**config.mk**
```make
export PLATFORM = sky130hd
export DESIGN_NAME = modclk_gen
export DESIGN_NICKNAME = d
export VERILOG_FILES = /design/src/rtl/modclk_pkg.sv /design/src/rtl/modclk_regs.sv /design/src/rtl/modclk_ctrl.sv /design/src/rtl/modclk_prescale.sv /design/src/rtl/modclk_intdiv.sv /design/src/rtl/modclk_gen.sv
export SDC_FILE = /design/constraint.sdc
export NUM_CORES = 1
export LEC_CHECK = 0
export CAP_MARGIN = 20
export CORE_UTILIZATION = 35
export DETAILED_ROUTE_END_ITERATION = 10
export GPL_ROUTABILITY_DRIVEN = 0
export GPL_TIMING_DRIVEN = 0
export PLACE_DENSITY = 0.85
export SLEW_MARGIN = 0
export SYNTH_ARGS = -nofsm -noshare
export SYNTH_HDL_FRONTEND = slang
export SYNTH_SLANG_ARGS = --single-unit
```
**constraint.sdc**
```tcl
create_clock -name clk -period 3.65 [get_ports clk]
set_clock_uncertainty 0.1 [all_clocks]
set_input_delay 0.73 -clock clk [delete_from_list [all_inputs] [get_ports clk]]
set_output_delay 0.73 -clock clk [all_outputs]
set_load 0.005 [all_outputs]
```
**src/rtl/modclk_pkg.sv**
```systemverilog
package modclk_pkg;

    localparam int M_W     = 4;
    localparam int P_W     = 2;
    localparam int SEL_W   = 2;
    localparam int WORD_W  = 32;

    localparam int M_LSB   = 0;
    localparam int P_LSB   = 16;
    localparam int SEL_LSB = 24;
    localparam int EN_BIT  = 31;

    localparam int PRE_W   = (1 << P_W) - 1;

    typedef enum logic {
        ST_OFF = 1'b0,
        ST_RUN = 1'b1
    } run_state_t;

    typedef struct packed {
        logic             en;
        logic [SEL_W-1:0] sel;
        logic [P_W-1:0]   p;
        logic [M_W-1:0]   m;
    } cfg_t;

endpackage

```
**src/rtl/modclk_regs.sv**
```systemverilog
module modclk_regs
    import modclk_pkg::*;
(
    input  logic              clk,
    input  logic              rst_n,
    input  logic              wr_en,
    input  logic [WORD_W-1:0] wr_data,
    output cfg_t              cfg,
    output logic [WORD_W-1:0] rd_data
);

    cfg_t cfg_q;

    always_ff @(posedge clk or negedge rst_n) begin
        if (!rst_n) begin
            cfg_q <= '0;
        end else if (wr_en) begin
            cfg_q.en  <= wr_data[EN_BIT];
            cfg_q.sel <= wr_data[SEL_LSB +: SEL_W];
            cfg_q.p   <= wr_data[P_LSB +: P_W];
            cfg_q.m   <= wr_data[M_LSB +: M_W];
        end
    end

    always_comb begin
        rd_data                    = '0;
        rd_data[EN_BIT]            = cfg_q.en;
        rd_data[SEL_LSB +: SEL_W]  = cfg_q.sel;
        rd_data[P_LSB +: P_W]      = cfg_q.p;
        rd_data[M_LSB +: M_W]      = cfg_q.m;
    end

    assign cfg = cfg_q;

    // unused bits never read back as ones
    p_zero_bits_r2: assert property (@(posedge clk) disable iff (!rst_n)
        (rd_data & ~(32'h8000_0000 | 32'h0300_0000 | 32'h0003_0000 | 32'h0000_000F)) == '0);

endmodule

```
**src/rtl/modclk_ctrl.sv**
```systemverilog
module modclk_ctrl
    import modclk_pkg::*;
(
    input  logic              clk,
    input  logic              rst_n,
    input  logic              wr_en,
    input  logic [WORD_W-1:0] wr_data,
    output logic              run,
    output logic              restart
);

    run_state_t state_q, state_d;

    always_ff @(posedge clk or negedge rst_n) begin
        if (!rst_n) state_q <= ST_OFF;
        else        state_q <= state_d;
    end

    always_comb begin
        state_d = state_q;
        unique case (state_q)
            ST_OFF: if (wr_en && wr_data[EN_BIT])  state_d = ST_RUN; // OFF_TO_RUN
            ST_RUN: if (wr_en && !wr_data[EN_BIT]) state_d = ST_OFF; // RUN_TO_OFF
            default: state_d = ST_OFF;
        endcase
    end

    always_comb begin
        run     = (state_q == ST_RUN) && !wr_en;
        restart = wr_en;
    end

    // a disabling write always lands in ST_OFF
    p_off_after_clear_r3: assert property (@(posedge clk) disable iff (!rst_n)
        (wr_en && !wr_data[EN_BIT]) |=> (state_q == ST_OFF));

endmodule

```
**src/rtl/modclk_prescale.sv**
```systemverilog
module modclk_prescale
    import modclk_pkg::*;
(
    input  logic           clk,
    input  logic           rst_n,
    input  logic           clear,
    input  logic           advance,
    input  logic [P_W-1:0] p,
    output logic           pre_tick
);

    logic [PRE_W-1:0] cnt_q;
    logic [PRE_W-1:0] lim;

    always_comb begin
        lim      = PRE_W'((1 << p) - 1);
        pre_tick = advance && (cnt_q == lim);
    end

    always_ff @(posedge clk or negedge rst_n) begin
        if (!rst_n)        cnt_q <= '0;
        else if (clear)    cnt_q <= '0;
        else if (pre_tick) cnt_q <= '0;
        else if (advance)  cnt_q <= cnt_q + 1'b1;
    end

    // prescale count stays within its ratio
    p_pre_bound_r5: assert property (@(posedge clk) disable iff (!rst_n)
        cnt_q <= lim);
    // clear leaves the prescaler at zero
    p_pre_clear_r8: assert property (@(posedge clk) disable iff (!rst_n)
        clear |=> (cnt_q == '0));

endmodule

```
**src/rtl/modclk_intdiv.sv**
```systemverilog
module modclk_intdiv
    import modclk_pkg::*;
(
    input  logic           clk,
    input  logic           rst_n,
    input  logic           clear,
    input  logic           advance,
    input  logic [M_W-1:0] m,
    output logic           fire
);

    logic [M_W-1:0] cnt_q;

    assign fire = advance && (cnt_q == m);

    always_ff @(posedge clk or negedge rst_n) begin
        if (!rst_n)       cnt_q <= '0;
        else if (clear)   cnt_q <= '0;
        else if (fire)    cnt_q <= '0;
        else if (advance) cnt_q <= cnt_q + 1'b1;
    end

    // integer count stays within m
    p_int_bound_r5: assert property (@(posedge clk) disable iff (!rst_n)
        cnt_q <= m);
    // clear leaves the integer divider at zero
    p_int_clear_r8: assert property (@(posedge clk) disable iff (!rst_n)
        clear |=> (cnt_q == '0));

endmodule

```
**src/rtl/modclk_gen.sv**
```systemverilog
module modclk_gen
    import modclk_pkg::*;
#(
    parameter int NUM_PARENTS = 1 << SEL_W
) (
    input  logic                   clk,
    input  logic                   rst_n,
    input  logic [NUM_PARENTS-1:0] parent_tick,
    input  logic                   wr_en,
    input  logic [WORD_W-1:0]      wr_data,
    output logic [WORD_W-1:0]      rd_data,
    output logic                   tick_out
);

    cfg_t cfg;
    logic run, restart, sel_tick, pre_tick, fire;

    modclk_regs u_regs (
        .clk     (clk),
        .rst_n   (rst_n),
        .wr_en   (wr_en),
        .wr_data (wr_data),
        .cfg     (cfg),
        .rd_data (rd_data)
    );

    modclk_ctrl u_ctrl (
        .clk     (clk),
        .rst_n   (rst_n),
        .wr_en   (wr_en),
        .wr_data (wr_data),
        .run     (run),
        .restart (restart)
    );

    assign sel_tick = parent_tick[cfg.sel];

    modclk_prescale u_pre (
        .clk      (clk),
        .rst_n    (rst_n),
        .clear    (restart),
        .advance  (run && sel_tick),
        .p        (cfg.p),
        .pre_tick (pre_tick)
    );

    modclk_intdiv u_div (
        .clk     (clk),
        .rst_n   (rst_n),
        .clear   (restart),
        .advance (pre_tick),
        .m       (cfg.m),
        .fire    (fire)
    );

    always_ff @(posedge clk or negedge rst_n) begin
        if (!rst_n) tick_out <= 1'b0;
        else        tick_out <= fire;
    end

    // gated output is silent
    p_quiet_off_r3: assert property (@(posedge clk) disable iff (!rst_n)
        !cfg.en |-> !tick_out);
    // every output tick follows a selected parent tick
    p_from_parent_r4: assert property (@(posedge clk) disable iff (!rst_n)
        tick_out |-> $past(sel_tick));
    // no output right after a write
    p_restart_quiet_r8: assert property (@(posedge clk) disable iff (!rst_n)
        wr_en |=> !tick_out);

endmodule

```
==> summary.txt <==
Clocking
  • Cts hold-fix bufs: 0
  • CTS tree: done
  • Clock sink count: 17
  • Total CTS buffers: 3
  • CTS clk-pin slew, worst paths: 90 ps
  • Post-CTS resize count: 0
  • Max clock buf depth: 2
  • Clock root buffer: clkbuf_4
  • H-tree depth: 1
  • Post CTS Setup Buffer Count: 0
  • Worst skew pair latency: 280 ps

Worst setup path
  • Setup CP Type: input pin to flop
  • Worst EP required: 3780 ps
  • Crit-path cells: clkdlybuf4s50_1 -> or3b_2 -> o22ai_1 -> o211ai_1 -> nor3b_1 -> a211o_1
  • Critical Path Source: wr_en
  • FF-to-FF setup slack: 1700 ps
  • CP Data Arrival Time: 2500 ps
  • Crit end category: flop
  • Reg2reg path depth: 5
  • Reg2reg start: u_regs.cfg[4]
  • CP Capture Point: u_div.cnt_q[2]
  • CP peak stage delay: 490 ps
  • Critical Path Source Type: input pin
  • Bufs and invs on worst path: 1
  • Crit-path leading delay family: simple AND/OR/NAND/NOR gates
  • R2R Path End: u_div.cnt_q[2]
  • CP Max Fanout: 5
  • CP Depth: 6
  • Crit path max-delay cell type: or3b_2

Timing
  • Slew margin rel.: 0.485
  • Final Cycle Share: 0.650
  • # setup viols final: 0
  • RSZ-0062 raised after global routing: no
  • Fin crit period: 2370 ps
  • Final hold vios: 0
  • Final Max Slew Viols: 0
  • Setup TNS: 0 ps
  • Fmax: 0.421 GHz
  • Worst Tran Pin Value: 771 ps

Synthesis
  • Dominant cell by count in the synthesized netlist: buf_4
  • Register area share after synthesis: 0.401
  • Top FF cell, synth: dfrtp_1
  • Synth Cell Area: 1060 um2
  • Post-synth EDFFs: 0
  • Ranking of synthesized cells by area: dfrtp_1 (40%), buf_4 (17%), mux2_2 (11%)
  • Post-synth top area share: 0.401
  • Post-synth top cells: buf_4 (24), dfrtp_1 (17), mux2_2 (10), xnor2_1 (5), nand2_1 (4)
  • Largest area contributor in the netlist: dfrtp_1
  • Synth Area per Inst: 11.2 um2
  • Flops & latches, synth: 17
  • Async SR Flop Fraction: 1.00
  • Mapped Cells: 95
  • Cell variety after synth: 30
  • Ys Warns: 0

GRT
  • Initial antenna violation count: 0
  • Grt ovf: 0
  • First-pass GRT wire length: 3170 um
  • Pin count of the biggest net entering global routing: 18
  • Total track usage: 0.124
  • Vias in the first global route: 774

Floorplanning
  • Site Rows: 19
  • Die height: 57.1 um
  • Die outline area: 3260 um2
  • Core area: 2810 um2
  • Die width: 57.1 um
  • Number of placed I/O pins: 72
  • Starting Density: 0.378

Power
  • PD cells: 296 nW/um2
  • Total power: 0.431 mW
  • Leakage power: 0.704 nW
  • Worst vdd ir: 191 uV

Detailed routing
  • Drt first pass iters: 7
  • Antenna-violating nets left: 0
  • Detailed Route Iter0 Violations: 13
  • Via density: 4.53
  • Routed wire length: 1970 um
  • WL/cell: 11.1 um
  • Vias: 801
  • Drt drc: 9

Worst hold path
  • HP Class: flop to flop

Cells and area
  • # diodes: 0
  • Number of fill cells: 271
  • Layout cells sized above 1: 0.301
  • Final Non-Filler Cells: 177
  • Final Core Density: 0.520
  • Fin nets: 188
  • Area Growth Syn to Fin: 37.5%

Placed design
  • Dpl hpwl: 1660 um
  • Placed Instances: 173
  • # port buffers: 25

Run
  • Total of max-cap violations: 0

Outcome
  • Outcome: finished with violations
  • Failing checks: DRC
[worst min path at each step]
| stage | start | end | slack (ps) | depth (start not counted) |
|---|---|---|---|---|
| 4_1_cts | u_regs.cfg[1] | u_regs.cfg[1] | 490 | 1 |
| 6_report | u_regs.cfg[1] | u_regs.cfg[1] | 480 | 1 |
| 2_1_floorplan | rst_n | async pin | 330 | 0 |
| 3_5_place_dp | u_regs.cfg[1] | u_regs.cfg[1] | 460 | 1 |
| 3_3_place_gp | u_regs.cfg[2] | u_regs.cfg[2] | 460 | 1 |
| 5_1_grt | u_regs.cfg[2] | u_regs.cfg[2] | 500 | 1 |
[stage by stage]
| stage | setup slack (ps) | hold WS, ps | instance area [um2] |
|---|---|---|---|
| after global routing | 1170 | 502 | 1460 |
| after detailed placement | 980 | 459 | 1430 |
| after CTS | 1280 | 486 | 1460 |
| after global placement | 1070 | 457 | 1430 |
| after floorplan | 1650 | 334 | 1140 |
| final | 1280 | 476 | 1460 |
[kinds of logic after synthesis]
| family | share of synthesized area |
|---|---|
| AND/OR/NAND/NOR | 0.117 |
| adder cells (fa/ha/maj) | 0.0236 |
| AO/OA/AOI/OAI | 0.0861 |
| multiplexers | 0.134 |
| other | 0.00353 |
| buffers and inverters | 0.177 |
| flip-flops | 0.401 |
| XOR/XNOR | 0.0578 |
[power by group]
part           internal (mW)  switching, mW
clock                 0.0424         0.0548
combinational         0.0759         0.0410
sequential             0.201         0.0165
[layout by cell type (no fill, tap or decap)]
cell | synthesis | routed
a2111oi_4 | 1 | 1
and2_2 | 1 | 1
a211o_1 | 1 | 1
a31oi_1 | 1 | 1
buf_1 | 1 | 1
nor3b_1 | 3 | 3
nand4b_1 | 1 | 1
xor2_1 | 2 | 2
nand4_1 | 1 | 1
mux2_2 | 10 | 10
nand3b_1 | 2 | 2
nand2_1 | 4 | 4
buf_4 | 24 | 24
or3b_2 | 1 | 1
o21ba_1 | 1 | 1
a21oi_1 | 1 | 1
and2_1 | 1 | 1
inv_1 | 1 | 1
dfrtp_1 | 17 | 17
nor2_2 | 1 | 1
xnor2_1 | 5 | 5
o211ai_1 | 1 | 1
mux2i_1 | 3 | 3
clkbuf_4 | 0 | 3
or2_4 | 1 | 1
nor2_1 | 1 | 1
a22o_2 | 2 | 2
o22ai_1 | 1 | 1
conb_1 | 1 | 23
clkbuf_1 | 0 | 1
nand3_1 | 3 | 3
ha_1 | 2 | 2
clkdlybuf4s50_1 | 0 | 25
[state kept, by name (all words and copies together), names as in the netlist, named ones only]
signal and count:
tick_out 1, u_regs.cfg 8, u_div.cnt_q 4, u_pre.cnt_q 3
[worst register-to-register path: stages, from the launching register on]
cell	delay, ps
dfrtp_1	450
or2_4	280
a2111oi_4	330
nor2_2	120
o21ba_1	260
a211o_1	300
[metal layers]
layer	vias up	share of wire	track usage
met1	365	0.36	0.125
li1	389	-	-
met2	45	0.53	0.250
met3	2	0.091	0.0204
met4	0	0.013	0.0418
met5	-	0	0
[final cells by class]
cell class              count  area [um2]  area share
multi-input cells          74         531       0.364
flip-flops and latches     17         425       0.292
repair buffers             25         250       0.172
plain buffers              25         184       0.126
well taps                  31        38.8      0.0266
clock buffers               4        26.3      0.0180
inverters                   1        3.75     0.00257
(Power assumes the default switching activity.)
